==> config.mk <==
export PLATFORM = sky130hd
export DESIGN_NAME = fp_issue_scoreboard
export DESIGN_NICKNAME = d
export VERILOG_FILES = /design/src/rtl/fpsb_pkg.sv /design/src/rtl/fpsb_rate_gate.sv /design/src/rtl/fpsb_regtrack.sv /design/src/rtl/fp_issue_scoreboard.sv
export SDC_FILE = /design/constraint.sdc
export NUM_CORES = 1
export LEC_CHECK = 0
export ABC_AREA = 0
export CORE_ASPECT_RATIO = 2
export CORE_MARGIN = 3
export CORE_UTILIZATION = 35
export CTS_CLUSTER_SIZE = 28
export DETAILED_ROUTE_END_ITERATION = 8
export GPL_ROUTABILITY_DRIVEN = 0
export PLACE_DENSITY = 0.59
export SLEW_MARGIN = 20
export SYNTH_ARGS = -nofsm -noshare
export SYNTH_HDL_FRONTEND = slang
export SYNTH_HIERARCHICAL = 1
export SYNTH_SLANG_ARGS = --single-unit
==> constraint.sdc <==
create_clock -name clk -period 7.2 [get_ports clk]
set_input_delay 1.8 -clock clk [delete_from_list [all_inputs] [get_ports clk]]
set_output_delay 1.8 -clock clk [all_outputs]
set_load 0.01 [all_outputs]
==> src/rtl/fpsb_pkg.sv <==
package fpsb_pkg;

  localparam int LAT_W = 7;

  typedef enum logic [3:0] {
    OP_ADD, OP_SUB, OP_MUL, OP_MADD, OP_MSUB,
    OP_DIV, OP_SQRT, OP_RECIP, OP_RSQRT,
    OP_CVT_I2S, OP_CVT, OP_CMP, OP_MOV, OP_CMOV, OP_ABS, OP_NEG
  } fp_op_e;

  // 1 = iterative divide/root unit, 0 = pipelined unit
  function automatic logic is_iter(fp_op_e op);
    return (op == OP_DIV) || (op == OP_SQRT) || (op == OP_RECIP) || (op == OP_RSQRT);
  endfunction

  function automatic logic [LAT_W-1:0] op_latency(fp_op_e op, logic dbl);
    case (op)
      OP_MUL, OP_MADD, OP_MSUB:  return dbl ? 7'd5 : 7'd4;
      OP_DIV, OP_SQRT, OP_RECIP: return dbl ? 7'd36 : 7'd21;
      OP_RSQRT:                  return dbl ? 7'd68 : 7'd38;
      OP_CVT_I2S:                return 7'd6;
      OP_CMP, OP_MOV, OP_CMOV, OP_ABS, OP_NEG: return 7'd1;
      default:                   return 7'd4;
    endcase
  endfunction

  function automatic logic [LAT_W-1:0] op_repeat(fp_op_e op, logic dbl);
    case (op)
      OP_MUL, OP_MADD, OP_MSUB:  return dbl ? 7'd2 : 7'd1;
      OP_DIV, OP_SQRT, OP_RECIP: return dbl ? 7'd34 : 7'd19;
      OP_RSQRT:                  return dbl ? 7'd66 : 7'd36;
      OP_CVT_I2S:                return 7'd3;
      default:                   return 7'd1;
    endcase
  endfunction

endpackage

==> src/rtl/fpsb_rate_gate.sv <==
module fpsb_rate_gate #(
  parameter int CW = 7
) (
  input  logic          clk,
  input  logic          rst,
  input  logic          fire,
  input  logic [CW-1:0] rep,
  output logic          free_o
);

  logic [CW-1:0] busy_q;

  always_ff @(posedge clk) begin
    if (rst)                busy_q <= '0;
    else if (fire)          busy_q <= rep - CW'(1);
    else if (busy_q != '0)  busy_q <= busy_q - CW'(1);
  end

  assign free_o = (busy_q == '0);

  // a repeat interval above one blocks the unit on the following cycle
  a_r3_rate_hold: assert property (@(posedge clk) disable iff (rst)
    (fire && rep > 1) |=> !free_o);

  // a single-cycle repeat leaves the unit free on the following cycle
  a_r6_rate_free: assert property (@(posedge clk) disable iff (rst)
    (fire && rep == 1) |=> free_o);

endmodule

==> src/rtl/fpsb_regtrack.sv <==
module fpsb_regtrack #(
  parameter int NREG  = 32,
  parameter int CW    = 7,
  parameter int TAG_W = $clog2(NREG)
) (
  input  logic                     clk,
  input  logic                     rst,
  input  logic                     set,
  input  logic [TAG_W-1:0]         set_tag,
  input  logic [CW-1:0]            set_lat,
  input  logic                     set_unit,
  output logic [NREG-1:0]          pend_o,
  output logic [NREG-1:0]          unit_o,
  output logic [NREG-1:0]          done_o,
  output logic [NREG-1:0][CW-1:0]  cnt_o
);

  for (genvar r = 0; r < NREG; r++) begin : g_reg
    logic [CW-1:0] cnt_q;
    logic          unit_q, done_q;
    logic          hit;

    assign hit = set && (set_tag == TAG_W'(r));

    always_ff @(posedge clk) begin
      if (rst) begin
        cnt_q  <= '0;
        unit_q <= 1'b0;
        done_q <= 1'b0;
      end else begin
        done_q <= (hit && set_lat == CW'(1)) || (cnt_q == CW'(1));
        if (hit) begin
          cnt_q  <= set_lat - CW'(1);
          unit_q <= set_unit;
        end else if (cnt_q != '0) begin
          cnt_q <= cnt_q - CW'(1);
        end
      end
    end

    assign pend_o[r] = (cnt_q != '0);
    assign unit_o[r] = unit_q;
    assign done_o[r] = done_q;
    assign cnt_o[r]  = cnt_q;

    // the first cycle after reset holds nothing pending
    a_r10_clear: assert property (@(posedge clk) rst |=> !pend_o[r] && !done_o[r]);
  end

endmodule

==> src/rtl/fp_issue_scoreboard.sv <==
module fp_issue_scoreboard
  import fpsb_pkg::*;
#(
  parameter int NREG  = 32,
  parameter int TAG_W = $clog2(NREG)
) (
  input  logic             clk,
  input  logic             rst,
  input  logic             iss_valid,
  output logic             iss_ready,
  input  logic [3:0]       iss_op,
  input  logic             iss_dbl,
  input  logic [TAG_W-1:0] iss_src_a,
  input  logic [TAG_W-1:0] iss_src_b,
  input  logic [TAG_W-1:0] iss_src_c,
  input  logic [TAG_W-1:0] iss_dst,
  output logic             pipe_done,
  output logic [TAG_W-1:0] pipe_done_tag,
  output logic             iter_done,
  output logic [TAG_W-1:0] iter_done_tag
);

  localparam int NUNIT = 2;

  fp_op_e                      op;
  logic                        new_unit;
  logic [LAT_W-1:0]            new_lat, new_rep;
  logic [NREG-1:0]             pend, unit_q, done_q;
  logic [NREG-1:0][LAT_W-1:0]  cnt_q;
  logic [NUNIT-1:0]            unit_free;
  logic                        haz_src, haz_dst, haz_slot, iss_fire;
  logic [NREG-1:0]             pipe_vec, iter_vec;

  assign op       = fp_op_e'(iss_op);
  assign new_unit = is_iter(op);
  assign new_lat  = op_latency(op, iss_dbl);
  assign new_rep  = op_repeat(op, iss_dbl);

  assign haz_src = pend[iss_src_a] || pend[iss_src_b] || pend[iss_src_c];
  assign haz_dst = pend[iss_dst];

  // a pending entry on the same unit that would retire on the new op's cycle
  always_comb begin
    haz_slot = 1'b0;
    for (int r = 0; r < NREG; r++)
      if (pend[r] && unit_q[r] == new_unit && cnt_q[r] == new_lat)
        haz_slot = 1'b1;
  end

  assign iss_ready = !haz_src && !haz_dst && !haz_slot && unit_free[new_unit];
  assign iss_fire  = iss_valid && iss_ready;

  for (genvar u = 0; u < NUNIT; u++) begin : g_unit
    fpsb_rate_gate #(.CW(LAT_W)) u_gate (
      .clk    (clk),
      .rst    (rst),
      .fire   (iss_fire && (new_unit == 1'(u))),
      .rep    (new_rep),
      .free_o (unit_free[u])
    );
  end

  fpsb_regtrack #(.NREG(NREG), .CW(LAT_W), .TAG_W(TAG_W)) u_track (
    .clk      (clk),
    .rst      (rst),
    .set      (iss_fire),
    .set_tag  (iss_dst),
    .set_lat  (new_lat),
    .set_unit (new_unit),
    .pend_o   (pend),
    .unit_o   (unit_q),
    .done_o   (done_q),
    .cnt_o    (cnt_q)
  );

  function automatic logic [TAG_W-1:0] vec_to_tag(logic [NREG-1:0] v);
    logic [TAG_W-1:0] t;
    t = '0;
    for (int i = 0; i < NREG; i++)
      if (v[i]) t = TAG_W'(i);
    return t;
  endfunction

  assign pipe_vec      = done_q & ~unit_q;
  assign iter_vec      = done_q & unit_q;
  assign pipe_done     = |pipe_vec;
  assign iter_done     = |iter_vec;
  assign pipe_done_tag = vec_to_tag(pipe_vec);
  assign iter_done_tag = vec_to_tag(iter_vec);

  // at most one completion per unit in any cycle
  a_r9_pipe_single: assert property (@(posedge clk) disable iff (rst) $onehot0(pipe_vec));
  a_r9_iter_single: assert property (@(posedge clk) disable iff (rst) $onehot0(iter_vec));

  // a reported tag no longer counts as pending
  a_r11_pipe_released: assert property (@(posedge clk) disable iff (rst)
    pipe_done |-> !pend[pipe_done_tag]);
  a_r11_iter_released: assert property (@(posedge clk) disable iff (rst)
    iter_done |-> !pend[iter_done_tag]);

  // a pending source never lets an operation through
  a_r8_src_block: assert property (@(posedge clk) disable iff (rst)
    (iss_valid && pend[iss_src_a]) |-> !iss_ready);

endmodule

### Yosys cells after proc, flatten, opt, wreduce, memory -nomap -nowiden

Cells that the tools add are included.

* register bits after elaboration: 302
* input port bits: 28
* output and inout bits: 13
* logic and storage cells: 714

* add/subtract/negate cells: 36
* $lt $le $gt $ge: 5
* eq/ne operators: 141
* muxes and demuxes: 180
* bitwise gates (word level): 4
* reductions and logical operators: 250

Operator list (number)
* 7-bit 2-to-1 mux: 70
* 5-bit 2-to-1 mux: 59
* 7-bit by 1-bit subtractor with 7-bit output, second input constant: 36
* 7-bit nonzero test: 34
* 7-bit by 1-bit == test with 1-bit output, second input constant: 33
* 7-bit == test: 32
* 1-bit logical AND: 134
* 5-bit == test, second input constant: 16
* 2-bit nonzero test: 34
* 32-bit AND: 2
* 32-bit OR reduction: 2
* 1-bit 2-to-1 mux: 41
* 5-bit by 4-bit == test with 1-bit output, second input constant: 8
* 1-bit logical OR: 37
* 7-bit one-hot mux with 5 select lines: 1
* 1-bit == test: 32
* 32-bit inverter: 1
* 4-bit == test, second input constant: 7
* 7-bit one-hot mux with 4 select lines: 1
* 5-bit by 6-bit < comparator with 1-bit output, second input constant: 4
* 1-bit binary-select mux with 5-bit select: 4
* 5-bit by 3-bit == test with 1-bit output, second input constant: 4
* 4-bit by 3-bit == test with 1-bit output, second input constant: 4
* 7-bit logical NOT: 2
* other kinds (11): 18

### Logic depth before layout (Yosys ltp)

Gate-level depths: netlist of the first run.

* depth in word-level cells: 46
* depth in mapped cells: 22
* depth with buffers taken out: 19

### By module

The synthesis of the first run kept the hierarchy.

Modules (own cells, without submodules)
* fpsb_regtrack: times used 1, cells an instance 1954, area each 16251.8 um2, sequential area each 5765.5 um2
* fp_issue_scoreboard: times used 1, cells an instance 709, area each 5377.7 um2, sequential area each 0.0 um2
* fpsb_rate_gate: times used 2, cells an instance 49, area each 450.4 um2, sequential area each 140.1 um2

### Least setup slack after synthesis of the first run

OpenSTA, ideal clock, no wires.

* path kind: input to output
* from: input port iss_src_a[0]
* to: output port iss_ready
* data arrival time: 4046 ps
* required time: 5400 ps
* slack: 1354 ps
* cell stages on the path: 8
* buffers on the path: 1
* path through: clkbuf_1 -> mux4_2 -> mux4_2 -> a21oi_1 -> o2111ai_1 -> nor4_1 -> nand4_1 -> nor2_1

* longest elaborated chain between the ends: 8

Ends and longest elaborated chain
* start: declaration: RTL line fp_issue_scoreboard.sv:13 `input logic [TAG_W-1:0] iss_src_a,`
* 1-bit binary-select mux with 5-bit select: RTL line fp_issue_scoreboard.sv:39 `assign haz_src = pend[iss_src_a] || pend[iss_src_b] || pend[iss_src_c];`
* 1-bit 2-to-1 mux (not written as such): RTL line fp_issue_scoreboard.sv:39
* 1-bit logical OR (2 in series): RTL line fp_issue_scoreboard.sv:39
* 1-bit logical NOT: RTL line fp_issue_scoreboard.sv:50 `assign iss_ready = !haz_src && !haz_dst && !haz_slot && unit_free[new_unit];`
* 1-bit logical AND (3 in series): RTL line fp_issue_scoreboard.sv:50
* end: declaration: RTL line fp_issue_scoreboard.sv:10 `output logic iss_ready,`

Every way passes these cells. The select of a mux whose other input is x is not followed.

### Worst setup path after layout of the first run

* from: input port iss_op[1]
* to: output port iss_ready

* longest elaborated chain between the ends: 42
* elaborated cells on any way between the ends: 185
* those cells by class: 77 x eq/ne; 35 x mux; 73 x reduce/logical

Ends and longest elaborated chain
* start: declaration: RTL line fp_issue_scoreboard.sv:11 `input logic [3:0] iss_op,`
* branches (longest 41 deep; another with 7-bit one-hot mux with 5 select lines)
* 1-bit logical AND (*): RTL line fp_issue_scoreboard.sv:50

Mark *: on every way between the ends. The select of a mux whose other input is x is not followed.

==> results of run 1 <==
==> cell usage after synthesis, types with 65 or more instances <==
cell type,number,area [µm²]
xnor2_1,253,2216
buf_4,69,518.0
inv_1,110,412.9
nor3b_1,69,518.0
nand3_1,67,335.3
a21oi_1,109,545.5
clkbuf_1,119,446.7
nor2_1,242,908.4
dfxtp_1,302,6046
a2bb2oi_1,82,718.2
ha_1,100,1251
nor3_1,81,405.4
o21ai_0,117,585.6
nand2_1,234,878.3
xor2_1,124,1086
or3_1,65,406.6
==> what timing repair did <==
| action | CTS | global route |
|---|---|---|
| gates cloned | 0 | 2 |
| endpoints found under the setup margin | 1 | 1 |
| buffers inserted | 1 | 30 |
| resized for setup | 11 | 10 |
| pin swaps | 4 | 7 |
==> report_power, final <==
part | internal [mW] | leakage (nW) | switching (mW) | total [mW]
Combinational | 2.98 | 6.53 | 3.32 | 6.31
Clock | 0.848 | 0.438 | 0.717 | 1.57
Sequential | 2.21 | 2.49 | 0.829 | 3.04
==> cell families (layout without fill, tap and decap cells) <==
group,count (synthesis),in the layout,synth area share
buffers and inverters,331,360,0.07125
flip-flops,302,302,0.2683
AO/OA/AOI/OAI,576,576,0.1782
other,1,10,0.0001664
AND/OR/NAND/NOR,1020,1020,0.2360
XOR/XNOR,383,383,0.1509
adder cells (fa/ha/maj),100,100,0.05553
multiplexers,48,48,0.03965
==> layout make-up <==
class | instances | area, µm²
Fill cell | 6331 | 38430
Multi-Input combinational cell | 2137 | 15090
Sequential cell | 302 | 6046
Timing Repair Buffer | 196 | 1859
Tap cell | 798 | 998.5
Clock buffer | 45 | 815.8
Inverter | 111 | 421.7
Clock inverter | 8 | 95.09
==> flip-flops by register name, summed over array words and instances (netlist names) <==
| name | count |
|---|---|
| u_track/g.unit_q | 32 |
| u_track/g.done_q | 32 |
| g_unit.u_gate/busy_q | 14 |
| u_track/g.cnt_q | 224 |
==> worst paths after layout <==
path	cells after the start	slack [ns]	to	start
max reg2reg	20	1.05	u_track/g_reg[12].cnt_q[3]	u_track/g_reg[18].cnt_q[2]
min	2	0.50	u_track/g_reg[26].unit_q	u_track/g_reg[26].unit_q
min reg2reg	2	0.50	u_track/g_reg[26].unit_q	u_track/g_reg[26].unit_q
max	14	-0.007	iss_ready	iss_op[1]
==> tightest hold or removal path, cell delays in order (launching register included) <==
cell     delay, ns
dfxtp_1       0.34
nand2_1       0.06
a21oi_1       0.05
==> metrics by stage <==
step	utilization	hold WS [ns]	TNS [ns]
2_1_floorplan	-	0.4322	0
4_1_cts	0.3926	0.4901	0
5_1_grt	0.3973	0.5361	-0.02552
3_5_place_dp	0.3775	0.4773	-0.5728
3_3_place_gp	0.3775	0.4765	-0.6046
6_report	0.3973	0.5018	-0.006554
==> routing by layer <==
layer  vias to the layer above  wire length (µm)  global-route usage
li1                       9796                 -                   -
met1                     10358             29510              0.2478
met2                      1050             42470              0.4405
met3                       404              5718             0.03575
met4                         0              9750              0.2209
met5                         -                 0                   0
==> results_dict.tcl, run 1 <==
set metrics [dict create \
    ys_async_sr_fraction 0 \
    antenna_left 0 \
    skew_ns 0.02184 \
    synth_edf_count 0 \
    dp.cells 3511 \
    grtUsageTotal 0.2482 \
    synth_area_per_cell_um2 8.160 \
    slew_headroom 0.3320 \
    start_kind "primary input" \
    drive_above_1_share 0.1029 \
    die_x_um 185.4 \
    ys_ff_latch 302 \
    post-route-drc-count 0 \
    endpoint_kind "primary output" \
    drtIter0Drc 2020 \
    setup_viol 1 \
    cts_buffers 29 \
    cts.sinks 302 \
    yosysUniqueCellTypes 88 \
    clock_path_buffers 3 \
    start_util 0.3534 \
    cts_hold_buf 0 \
    hold_viol 0 \
    min_period_ns 7.207 \
    p_leak_nw 9.453 \
    status "complete, but fails checks" \
    final_common_cell "dfxtp_1" \
    diodes 0 \
    core_area_mm2 0.06376 \
    area_growth_pct 12.42 \
    dp_worst_setup_slack_ns -0.5728 \
    max_freq_mhz 138.8 \
    setup_ws_ns -0.006554 \
    clock_latency_ns 0.60 \
    p_per_area_mw_per_mm2 431.0 \
    final_cell_area_mm2 0.02533 \
    via_per_inst 6.007 \
    dpl.hpwl_um 63940 \
    yosys_warnings 6 \
    cp_top_family "simple AND/OR/NAND/NOR gates" \
    cts_htree_levels 1 \
    crit_type "in -> out" \
    netlist_instances 2761 \
    hp-class "reg -> reg" \
    violations "negative setup slack" \
    dieHeight_um 364.8 \
    cp_slowest_cell "or4b_4" \
    grt_max_degree 121 \
    io_pins 41 \
    worst_pin_slew_ns 0.9983 \
    min_period_over_period 1.001 \
    max_stage_delay_ns 0.57 \
    syn-cell-area_mm2 0.02253 \
    clockRootBuffer "clkbuf_16" \
    cts_tree "built" \
    antenna_found_initial 0 \
    crit_path_frequent_cell "nand4_1" \
    critical_path.cell_chain "clkdlybuf4s50_1 > or4b_4 > buf_4 > o22ai_4 > buf_12 > xor2_1 > nor4b_1 > nand4_1 > nand4_1 > nor4_4 > buf_4 > nand4_1 > nor2_2 > buf_2" \
    worstPathRequired_ns 5.40 \
    overflow 0 \
    drt-total-wl_um 87450 \
    cts.reportedPaths.clkPinSlew_ns 0.07 \
    path_buf_inv 5 \
    p_total_mw 10.92 \
    slew_viol_final 0 \
    drt_first_pass_iters 5 \
    grt_pass1_vias 21469 \
    wire_per_inst_um 24.31 \
    synth_seq_area_share 0.2683 \
    nNetsFinal 2905 \
    placed_cell_area_mm2 0.02407 \
    fin_cells 3597 \
    most-common-layout-cells "dfxtp_1 (302), xnor2_1 (252), nor2_1 (239), nand2_1 (233), buf_4 (132)" \
    irDropWorstVdd_uv 272.6 \
    arrival_ns 5.41 \
    num_vias 21608 \
    num_rows 131 \
    path_max_fanout 4 \
    port_buffers 40 \
    die_area_mm2 0.06764 \
    synth-main-ff-cell "dfxtp_1" \
    drv_cap 0 \
    grt_pass1_wl_um 128700 \
]
No activity file was read; power rests on OpenSTA's default activity.
==> run 2: changes to the inputs <==
--- a/config.mk
+++ b/config.mk
@@ -12,7 +12,7 @@
 export CTS_CLUSTER_SIZE = 28
 export DETAILED_ROUTE_END_ITERATION = 8
 export GPL_ROUTABILITY_DRIVEN = 0
-export PLACE_DENSITY = 0.59
+export PLACE_DENSITY_LB_ADDON = 0.15
 export SLEW_MARGIN = 20
 export SYNTH_ARGS = -nofsm -noshare
 export SYNTH_HDL_FRONTEND = slang
==> results_dict.tcl, run 2 (synthesis results as in run 1) <==
set metrics [dict create \
    status "finished clean" \
    p_total_mw 11.40 \
    cts_hold_buf 0 \
    num_vias 21324 \
    min_period_over_period 0.9859 \
    cp_slowest_cell "or4b_4" \
    antenna_left 0 \
    drt-total-wl_um 89620 \
    switching_share 0.4381 \
    die_x_um 185.4 \
    io_pins 41 \
    worst_pin_slew_ns 1.052 \
    cp_top_family "buffers and inverters" \
    p_per_area_mw_per_mm2 436.1 \
    antenna_found_initial 0 \
    top_regs "u_track/g.cnt_q: 224 flops, u_track/g.done_q: 32 flops, u_track/g.unit_q: 32 flops" \
    cts_buffers 35 \
    max_stage_delay_ns 0.62 \
    largest_register_ffs 224 \
    worstPathRequired_ns 7.61 \
    path_max_fanout 8 \
    final_common_cell "dfxtp_1" \
    via_per_inst 5.871 \
    overflow 0 \
    power_frac_seq 0.264 \
    drive_above_1_share 0.1284 \
    nNetsFinal 2939 \
    grt_pass1_vias 21733 \
    arrival_ns 7.51 \
    clockRootBuffer "clkbuf_16" \
    p_int_mw 6.405 \
    grt_max_degree 172 \
    slew_headroom 0.2930 \
    grt_pass1_wl_um 132900 \
    grtUsageTotal 0.2584 \
    final_cell_area_mm2 0.02614 \
    combPwrFrac 0.572 \
    post-route-drc-count 0 \
    crit_type "in -> reg" \
    min_period_ns 7.099 \
    core_area_mm2 0.06376 \
    dieHeight_um 364.8 \
    area_growth_pct 16.03 \
    switching_power_mw 4.994 \
    most-common-layout-cells "dfxtp_1 (302), xnor2_1 (252), nor2_1 (235), nand2_1 (233), buf_4 (143)" \
    start_util 0.3534 \
    start_kind "primary input" \
    path_buf_inv 17 \
    skew_ns 0.03114 \
    diodes 0 \
    cts_tree "built" \
    wire_per_inst_um 24.67 \
    drv_cap 0 \
    endpoint_kind "register" \
    max_freq_mhz 140.9 \
    clock_path_buffers 3 \
    drt_first_pass_iters 5 \
    grt_setup_unrepaired "true" \
    hold_viol 0 \
    port_buffers 40 \
    irDropWorstVdd_uv 301.5 \
    setup_viol 0 \
    crit_path_frequent_cell "buf_4" \
    clock_latency_ns 0.56 \
    hp-class "reg -> reg" \
    die_area_mm2 0.06764 \
    slew_viol_final 0 \
    p_leak_nw 9.788 \
    dpl.hpwl_um 65940 \
    cts.reportedPaths.clkPinSlew_ns 0.07 \
    cts_htree_levels 2 \
    placed_cell_area_mm2 0.02439 \
    drtIter0Drc 1580 \
    hold_ws_ns 0.4907 \
    pwr-share-clk 0.164 \
    num_rows 131 \
    regMostFlops "u_track/g.cnt_q" \
    cts.sinks 302 \
]
==> run 2: changes by cell type in the layout (fill, tap and decap cells not counted), sizes merged <==
cell           previous run  this run
buf                     156       184
clkbuf                   47        54
clkinv                    5         3
clkdlybuf4s15             0         1
clkdlybuf4s50            38        37
clkinvlp                  2         1
dlymetal6s2s              0         1
inv                     110       111
or4b                      2         3
==> run 2: final timing paths <==
path / cells after the start / slack [ns] / endpoint / startpoint
max reg2reg: 32 / 0.54 / u_track/g_reg[8].cnt_q[0] / u_track/g_reg[1].cnt_q[2]
min reg2reg: 2 / 0.49 / u_track/g_reg[18].unit_q / u_track/g_reg[18].unit_q
min: 2 / 0.49 / u_track/g_reg[18].unit_q / u_track/g_reg[18].unit_q
max: 30 / 0.10 / u_track/g_reg[8].cnt_q[0] / iss_op[3]
==> run 2: worst register-to-register path, delay by kind of cell, from the launching register on <==
kind	cells	cell delay [ns]
muxes	1	0.50
and+or+nand+nor	11	2.69
AOI/OAI and AO/OA	4	0.67
buffers and inverters	16	2.29
DFF	1	0.38
==> run 2: what timing repair did <==
action	CTS	global route
resized for setup	14	54
pin swaps	2	11
endpoints found under the setup margin	1	223
gates cloned	0	2
buffers inserted	14	14
==> run 2: per-stage QoR <==
step / cells / worst slack (ns) / util / TNS [ns]
after global routing: 3632 / -0.1156 / 0.4100 / -3.171
after detailed placement: 3542 / -0.3847 / 0.3825 / -0.3847
after global placement: 3542 / -0.3618 / 0.3825 / -0.3618
final: 3632 / 0.1013 / 0.4100 / 0
after floorplan: 2770 / 1.354 / - / 0
after CTS: 3616 / 0.003396 / 0.4035 / 0
==> run 2: power by group through the flow <==
stage	clock [mW]	combinational, mW	sequential [mW]
finish	1.87	6.52	3.01
global route	1.97	7.12	3.09
CTS	1.92	6.31	3.00
detailed placement	0	6.20	3.03
global placement	0	6.09	3.03
floorplan	0	4.77	2.75
==> run 2: metal layers <==
metal | track usage | part of all wire
met5 | 0 | 0
met2 | 0.4810 | 0.52
met3 | 0.03137 | 0.051
met4 | 0.1710 | 0.081
met1 | 0.2671 | 0.35
==> run 2: final cells by class <==
| cell class | count | area [µm²] |
|---|---|---|
| Inverter | 111 | 421.7 |
| Timing Repair Buffer | 223 | 2162 |
| Fill cell | 6383 | 37620 |
| Sequential cell | 302 | 6046 |
| Clock buffer | 54 | 1060 |
| Multi-Input combinational cell | 2138 | 15360 |
| Clock inverter | 6 | 88.84 |
| Tap cell | 798 | 998.5 |
